--- src/rtl/freq_pick_pkg.sv ---
package freq_pick_pkg;

  typedef enum logic [1:0] {
    PICK_IDLE = 2'd0,
    PICK_SCAN = 2'd1,
    PICK_DONE = 2'd2
  } pick_state_e;

  function automatic int idx_width(input int slots);
    return (slots > 1) ? $clog2(slots) : 1;
  endfunction

endpackage

--- src/rtl/freq_best_rule.sv ---
// Decides whether one candidate displaces the running best.
module freq_best_rule #(
  parameter int FREQ_W = 32
) (
  input  logic [FREQ_W-1:0] target,
  input  logic [FREQ_W-1:0] best_freq,
  input  logic [FREQ_W-1:0] cand_freq,
  input  logic              cand_ok,
  output logic              take
);

  logic best_above;
  logic move_down;
  logic move_up;

  always_comb begin
    best_above = best_freq > target;
    // Best overshoots: any strictly lower candidate is an improvement.
    move_down  = best_above && (cand_freq < best_freq);
    // Otherwise climb toward the target without passing it.
    move_up    = (cand_freq > best_freq) && (cand_freq <= target);
    take       = cand_ok && (move_down || move_up);
  end

endmodule

--- src/rtl/freq_cand_store.sv ---
// Snapshot of the candidate table, read one slot at a time.
module freq_cand_store #(
  parameter int NUM_SLOTS = 8,
  parameter int FREQ_W    = 32,
  parameter int IDX_W     = 3
) (
  input  logic                        clk,
  input  logic                        rst_n,
  input  logic                        load,
  input  logic [NUM_SLOTS*FREQ_W-1:0] cand_freq_i,
  input  logic [NUM_SLOTS-1:0]        cand_valid_i,
  input  logic [IDX_W-1:0]            rd_idx,
  output logic [FREQ_W-1:0]           rd_freq,
  output logic                        rd_ok
);

  logic [FREQ_W-1:0] freq_q [NUM_SLOTS];
  logic [NUM_SLOTS-1:0] ok_q;

  for (genvar g = 0; g < NUM_SLOTS; g++) begin : g_slot
    always_ff @(posedge clk or negedge rst_n) begin
      if (!rst_n) begin
        freq_q[g] <= '0;
        ok_q[g]   <= 1'b0;
      end else if (load) begin
        freq_q[g] <= cand_freq_i[g*FREQ_W +: FREQ_W];
        ok_q[g]   <= cand_valid_i[g];
      end
    end
  end

  always_comb begin
    rd_freq = '0;
    rd_ok   = 1'b0;
    for (int i = 0; i < NUM_SLOTS; i++) begin
      if (rd_idx == IDX_W'(i)) begin
        rd_freq = freq_q[i];
        rd_ok   = ok_q[i];
      end
    end
  end

endmodule

--- src/rtl/freq_scan_seq.sv ---
// Handshake and slot sequencing.
module freq_scan_seq
  import freq_pick_pkg::*;
#(
  parameter int NUM_SLOTS = 8,
  parameter int IDX_W     = 3
) (
  input  logic             clk,
  input  logic             rst_n,
  input  logic             req_valid,
  input  logic             res_ready,
  output logic             req_ready,
  output logic             res_valid,
  output logic             accept,
  output logic             scan_en,
  output logic [IDX_W-1:0] slot_idx
);

  localparam logic [IDX_W-1:0] LAST_SLOT = IDX_W'(NUM_SLOTS - 1);
  localparam int LAT_W = $clog2(NUM_SLOTS + 2) + 1;

  pick_state_e state_q;
  logic [IDX_W-1:0] cnt_q;

  assign req_ready = (state_q == PICK_IDLE);
  assign res_valid = (state_q == PICK_DONE);
  assign scan_en   = (state_q == PICK_SCAN);
  assign accept    = req_valid && req_ready;
  assign slot_idx  = cnt_q;

  always_ff @(posedge clk or negedge rst_n) begin
    if (!rst_n) begin
      state_q <= PICK_IDLE;
      cnt_q   <= '0;
    end else begin
      unique case (state_q)
        PICK_IDLE: if (accept) begin
          state_q <= PICK_SCAN;
          cnt_q   <= '0;
        end
        PICK_SCAN: begin
          if (cnt_q == LAST_SLOT) begin
            state_q <= PICK_DONE;
          end else begin
            cnt_q <= cnt_q + 1'b1;
          end
        end
        PICK_DONE: if (res_ready) state_q <= PICK_IDLE;
        default:   state_q <= PICK_IDLE;
      endcase
    end
  end

  // Checker state: scan cycles counted since the last accepted request.
  logic [LAT_W-1:0] lat_q;
  always_ff @(posedge clk or negedge rst_n) begin
    if (!rst_n)       lat_q <= '0;
    else if (accept)  lat_q <= '0;
    else if (scan_en) lat_q <= lat_q + 1'b1;
  end

  // result appears after exactly NUM_SLOTS scan cycles
  a_r4_latency: assert property (@(posedge clk) disable iff (!rst_n)
    $rose(res_valid) |-> (lat_q == LAT_W'(NUM_SLOTS)));

  // an accepted request closes the request port on the next cycle
  a_r2_busy_after_accept: assert property (@(posedge clk) disable iff (!rst_n)
    accept |=> !req_ready);

  // handing over the result reopens the request port
  a_r3_release: assert property (@(posedge clk) disable iff (!rst_n)
    (res_valid && res_ready) |=> (req_ready && !res_valid));

endmodule

--- src/rtl/freq_parent_picker.sv ---
// Picks the parent slot nearest to, and not above, a target frequency.
module freq_parent_picker
  import freq_pick_pkg::*;
#(
  parameter  int NUM_SLOTS = 8,
  parameter  int FREQ_W    = 32,
  localparam int IDX_W     = idx_width(NUM_SLOTS)
) (
  input  logic                        clk,
  input  logic                        rst_n,
  input  logic                        req_valid_i,
  output logic                        req_ready_o,
  input  logic [FREQ_W-1:0]           target_i,
  input  logic [IDX_W-1:0]            cur_idx_i,
  input  logic [NUM_SLOTS-1:0]        cand_valid_i,
  input  logic [NUM_SLOTS*FREQ_W-1:0] cand_freq_i,
  output logic                        res_valid_o,
  input  logic                        res_ready_i,
  output logic [IDX_W-1:0]            res_idx_o,
  output logic [FREQ_W-1:0]           res_freq_o
);

  logic              accept;
  logic              scan_en;
  logic [IDX_W-1:0]  slot_idx;
  logic [FREQ_W-1:0] rd_freq;
  logic              rd_ok;
  logic              take;
  logic [FREQ_W-1:0] seed_freq;

  logic [FREQ_W-1:0] tgt_q;
  logic [FREQ_W-1:0] best_freq_q;
  logic [IDX_W-1:0]  best_idx_q;

  freq_scan_seq #(.NUM_SLOTS(NUM_SLOTS), .IDX_W(IDX_W)) seq_i (
    .clk       (clk),
    .rst_n     (rst_n),
    .req_valid (req_valid_i),
    .res_ready (res_ready_i),
    .req_ready (req_ready_o),
    .res_valid (res_valid_o),
    .accept    (accept),
    .scan_en   (scan_en),
    .slot_idx  (slot_idx)
  );

  freq_cand_store #(.NUM_SLOTS(NUM_SLOTS), .FREQ_W(FREQ_W), .IDX_W(IDX_W)) store_i (
    .clk          (clk),
    .rst_n        (rst_n),
    .load         (accept),
    .cand_freq_i  (cand_freq_i),
    .cand_valid_i (cand_valid_i),
    .rd_idx       (slot_idx),
    .rd_freq      (rd_freq),
    .rd_ok        (rd_ok)
  );

  freq_best_rule #(.FREQ_W(FREQ_W)) rule_i (
    .target    (tgt_q),
    .best_freq (best_freq_q),
    .cand_freq (rd_freq),
    .cand_ok   (rd_ok),
    .take      (take)
  );

  // Seed comes straight from the incoming table; the present flag is not consulted.
  always_comb begin
    seed_freq = '0;
    for (int i = 0; i < NUM_SLOTS; i++) begin
      if (cur_idx_i == IDX_W'(i)) seed_freq = cand_freq_i[i*FREQ_W +: FREQ_W];
    end
  end

  always_ff @(posedge clk or negedge rst_n) begin
    if (!rst_n) begin
      tgt_q       <= '0;
      best_freq_q <= '0;
      best_idx_q  <= '0;
    end else if (accept) begin
      tgt_q       <= target_i;
      best_freq_q <= seed_freq;
      best_idx_q  <= cur_idx_i;
    end else if (scan_en && take) begin
      best_freq_q <= rd_freq;
      best_idx_q  <= slot_idx;
    end
  end

  assign res_idx_o  = best_idx_q;
  assign res_freq_o = best_freq_q;

  // a stalled result stays put
  a_r3_hold_result: assert property (@(posedge clk) disable iff (!rst_n)
    (res_valid_o && !res_ready_i) |=>
      (res_valid_o && $stable(res_idx_o) && $stable(res_freq_o)));

  // once at or below the target, the best never climbs past it
  a_r6_stay_below: assert property (@(posedge clk) disable iff (!rst_n)
    (scan_en && best_freq_q <= tgt_q) |=> (best_freq_q <= tgt_q));

  // while above the target, the best only moves downward
  a_r7_descend: assert property (@(posedge clk) disable iff (!rst_n)
    (scan_en && best_freq_q > tgt_q) |=> (best_freq_q <= $past(best_freq_q)));

  // an empty slot leaves the running best untouched
  a_r9_skip_empty: assert property (@(posedge clk) disable iff (!rst_n)
    (scan_en && !rd_ok) |=> ($stable(best_idx_q) && $stable(best_freq_q)));

endmodule

--- config.mk ---
export PLATFORM = sky130hd
export DESIGN_NAME = freq_parent_picker
export DESIGN_NICKNAME = d
export VERILOG_FILES = /design/src/rtl/freq_pick_pkg.sv /design/src/rtl/freq_best_rule.sv /design/src/rtl/freq_cand_store.sv /design/src/rtl/freq_scan_seq.sv /design/src/rtl/freq_parent_picker.sv
export SDC_FILE = /design/constraint.sdc
export NUM_CORES = 1
export LEC_CHECK = 0
export BUFFER_PORTS_ARGS = -buffer_cell sky130_fd_sc_hd__buf_2
export CORE_ASPECT_RATIO = 1.5
export CORE_MARGIN = 10
export CORE_UTILIZATION = 35
export CTS_CLUSTER_SIZE = 40
export DETAILED_ROUTE_END_ITERATION = 8
export PLACE_DENSITY = 0.52
export SLEW_MARGIN = 15
export SYNTH_ARGS = -nofsm -noshare
export SYNTH_HDL_FRONTEND = slang
export SYNTH_HIERARCHICAL = 1
export SYNTH_SLANG_ARGS = --single-unit
--- constraint.sdc ---
create_clock -name clk -period 4.4 [get_ports clk]
set_clock_uncertainty 0.05 [all_clocks]
set_input_delay 0.22 -clock clk [delete_from_list [all_inputs] [get_ports clk]]
set_output_delay 0.22 -clock clk [all_outputs]
set_load 0.02 [all_outputs]
==> results.sh <==
export IMPL_setup_ws_ns=-0.0844
export IMPL_nets=2817
export IMPL_worstMarginPinSlew_ns=1.02
export IMPL_post_route_util_pct=48.9
export IMPL_first_iter_violations=1088
export IMPL_ys_seq_elements=336
export IMPL_dp_hpwl_um=57800
export IMPL_path_class="reg2reg"
export IMPL_dp_cells=2825
export IMPL_reg2reg_slack_ns=-0.08
export IMPL_first_global_vias=18600
export IMPL_final_setup_viol_count=26
export IMPL_clkTransAtPathRegs_ns=0.06
export IMPL_crit_slowest_cell="or4_4"
export IMPL_cts_buffers=38
export IMPL_routabilityCongestion=0.852
export IMPL_die_h_um=315
export IMPL_drv_slew=0
export IMPL_end_kind="flip-flop"
export IMPL_io_buffers=339
export IMPL_path_delay_family="compound AO/OA/AOI/OAI gates"
export IMPL_peakVddDrop_v=0.000462
export IMPL_slew_headroom_pct=32.3
export IMPL_synth_edf_count=0
export IMPL_route_detailed_drc=0
export IMPL_syn2layout_area_growth_pct=39.0
export IMPL_status="complete, but fails checks"
export IMPL_crit_required_ns=4.78
export IMPL_syn_inst=1741
export IMPL_htree_levels=2
export IMPL_overflow=0
export IMPL_async_flop_share_pct=100
export IMPL_final_layout_size_suffix_gt1_share_pct=41.8
export IMPL_via_per_inst=5.35
export IMPL_finalCritPeriodShare_pct=102
export IMPL_wl_per_cell_um=25.2
export IMPL_hold_path_class="in2reg"
export IMPL_die_w_um=217
export IMPL_synth_warning_count=6
export IMPL_cts_buffer_depth=3
export IMPL_fillCellCount=5226
export IMPL_core_um2=57700
export IMPL_hold_violations=0
export IMPL_arrival_ns=4.86
export IMPL_grt_first_pass_wirelength_um=120000
export IMPL_grt_setup_unrepaired="true"
export IMPL_violations="setup timing"
export IMPL_cts_tree="built"
export IMPL_fp_row_count=108
export IMPL_critPathMostFrequentCell="buf_12"
export IMPL_die_area_um2=68200
export IMPL_p_leak_nw=12.6
export IMPL_synth_distinct_cells=67
export IMPL_synth_ff_type="dfrtp_1"
export IMPL_p_per_area_nw_per_um2=825
export IMPL_firstDrtPassIters=5
export IMPL_holdWs_ns=0.224
export IMPL_layoutNonFillerInstCount=3218
export IMPL_io_pins=340
export IMPL_vias=17200
export IMPL_drt_wl_total_um=81100
export IMPL_syn_area_per_cell_um2=11.6
export IMPL_synth_nets=2142
export IMPL_post_route_min_period_ns=4.48
export IMPL_antenna_found_initial=6
export IMPL_ant_nets=0
export IMPL_max_stage_delay_ns=0.55
export IMPL_syn_area_um2=20300
export IMPL_root_buffer="clkbuf_16"
export IMPL_worstSkewPairLatency_ns=0.59
export IMPL_ys_seq_area_share_pct=41.5
export IMPL_max_freq_mhz=223
export IMPL_max_cap_violations=0
export IMPL_start_util_pct=35.1
export IMPL_cp_buffers_inverters=4
export IMPL_path_max_fanout=8
export IMPL_clock_sinks=336
export IMPL_crit_chain="nor2b_4 -> buf_12 -> buf_12 -> a221oi_2 -> a21oi_1 -> o31a_1 -> ha_4 -> nand2_1 -> or4_4 -> a21oi_4 -> nor4b_2 -> o211a_1 -> o21ai_1 -> mux2i_1 -> buf_4 -> nand2_8 -> clkbuf_16 -> mux2_4 -> o22ai_1 -> a211oi_1"
export IMPL_cp_start_kind="flip-flop"
export IMPL_gr_usage_all_layers_pct=23.3
export IMPL_grt_max_degree=163
==> cells in the mapped netlist (all sizes together) (2+ instances only) <==
master / number / share of area (%)
nor4b: 2 / 0.086
a22oi: 32 / 1.2
or2: 28 / 0.86
a211oi: 27 / 1.3
mux2i: 116 / 5.7
o21ai: 67 / 1.7
inv: 70 / 1.3
a221oi: 28 / 1.8
nand3: 16 / 0.39
a211o: 3 / 0.13
mux2: 347 / 19
and4bb: 2 / 0.12
o31a: 26 / 1.1
nand2: 114 / 2.2
nand2b: 2 / 0.062
o2bb2ai: 2 / 0.086
a21o: 21 / 0.78
ha: 98 / 6.0
nor3: 5 / 0.12
buf: 100 / 3.6
mux4: 25 / 2.8
a32oi: 6 / 0.26
nor4: 2 / 0.062
and3: 4 / 0.12
a31oi: 4 / 0.12
clkbuf: 22 / 0.41
nand4: 19 / 0.59
o211ai: 13 / 0.48
o31ai: 2 / 0.099
o21bai: 2 / 0.093
and2: 2 / 0.062
o221ai: 2 / 0.086
o22ai: 26 / 0.80
a2111oi: 3 / 0.13
nor2: 46 / 1.0
and2b: 2 / 0.086
nand3b: 7 / 0.26
o21a: 3 / 0.11
nor2b: 6 / 0.22
dfrtp: 336 / 41
a21oi: 97 / 2.4
==> registers in the layout, indices dropped and copies added (netlist names) <==
signal and count:
store_i/freq_q 256, res_freq_o 32, tgt_q 32, store_i/ok_q 8, res_idx_o 3, seq_i/slot_idx 3, seq_i/state_q 2
==> metal layers <==
layer  global-route usage (%)  part of all wire, %  up-vias
li1                         -                    -     7805
met1                     26.5                   39     8750
met2                     42.8                   53      521
met3                     3.55                  4.6      125
met4                     8.92                  3.8        6
met5                        0                0.041        -
==> layout make-up <==
type                    count  area (um^2)  area share (%)
inverters                  70          263           0.932
flip-flops and latches    336         8420            29.9
clock inverters            18          189           0.670
clock buffers              51         1100            3.90
repair buffers            757         6070            21.5
well taps                 770          963            3.42
diodes                      3         7.51          0.0266
multi-input cells        1213        11200            39.6
==> stage by stage <==
step           power, mW  worst slack (ns)  area, um^2  TNS [ns]
3_5_place_dp        18.3            -0.301       23200     -7.24
2_1_floorplan       13.6             0.345       20300         0
5_1_grt             24.7            -0.227       28200     -6.03
6_report            23.3           -0.0844       28200     -1.23
4_1_cts             22.3            -0.110       27700     -2.06
3_3_place_gp        18.0            -0.283       23200     -6.90
==> logic make-up (layout without fill, tap and decap cells) <==
| family | after synthesis | count (layout) | share of synthesized area (%) |
|---|---|---|---|
| compound gates | 366 | 366 | 12.8 |
| fa+ha+maj | 98 | 98 | 6.05 |
| buf+inv | 192 | 896 | 5.31 |
| flops | 336 | 336 | 41.5 |
| mux | 488 | 488 | 28.0 |
| other cells | 0 | 3 | 0 |
| simple gates | 261 | 261 | 6.48 |
==> power breakdown <==
group / switching, mW / internal, mW
Combinational: 6.77 / 7.14
Sequential: 1.27 / 4.72
Clock: 1.42 / 1.94
==> worst reg2reg max path, delay by kind of cell, from the launching register on <==
family | cells | cell delay, ns
AO/OA/AOI/OAI | 8 | 1.49
adder cells (fa/ha/maj) | 1 | 0.34
buffers and inverters | 4 | 0.64
flip-flops | 1 | 0.49
multiplexers | 2 | 0.38
AND/OR/NAND/NOR | 5 | 0.96
==> repair_timing <==
item	CTS	global route
pin swaps	10	27
hold buffers	299	0
endpoints found under the hold margin	430	0
endpoints found under the setup margin	31	32
cloned	2	2
buffers inserted	9	10
gates resized for setup	13	57
==> layout by cell type, fill, tap and decap left out, types with 18 or more instances in the layout <==
| cell type | netlist | final |
|---|---|---|
| a21o_1 | 21 | 21 |
| a21oi_1 | 95 | 93 |
| a221oi_2 | 20 | 19 |
| a22oi_1 | 32 | 30 |
| buf_12 | 5 | 28 |
| buf_2 | 57 | 336 |
| buf_4 | 15 | 82 |
| clkbuf_16 | 0 | 40 |
| dfrtp_1 | 336 | 333 |
| dlygate4sd3_1 | 0 | 299 |
| ha_1 | 98 | 94 |
| inv_1 | 69 | 69 |
| mux2_2 | 329 | 326 |
| mux2_4 | 10 | 18 |
| mux2i_1 | 116 | 116 |
| mux4_2 | 25 | 25 |
| nand2_1 | 111 | 107 |
| nand4_1 | 19 | 19 |
| nor2_1 | 33 | 32 |
| o21ai_0 | 57 | 52 |
| o31a_1 | 26 | 26 |
| or2_2 | 26 | 27 |
==> final timing paths <==
check	startpoint	endpoint	depth (start not counted)
max	seq_i/slot_idx[2]	res_freq_o[21]	20
min	cur_idx_i[1]	res_freq_o[4]	4
max reg2reg	seq_i/slot_idx[2]	res_freq_o[21]	20
min reg2reg	store_i/ok_q[6]	store_i/ok_q[6]	1
max in group asynchronous	rst_n	store_i/freq_q[70]	3
min in group asynchronous	rst_n	store_i/freq_q[194]	2
No activity file was read; power rests on OpenSTA's default activity.
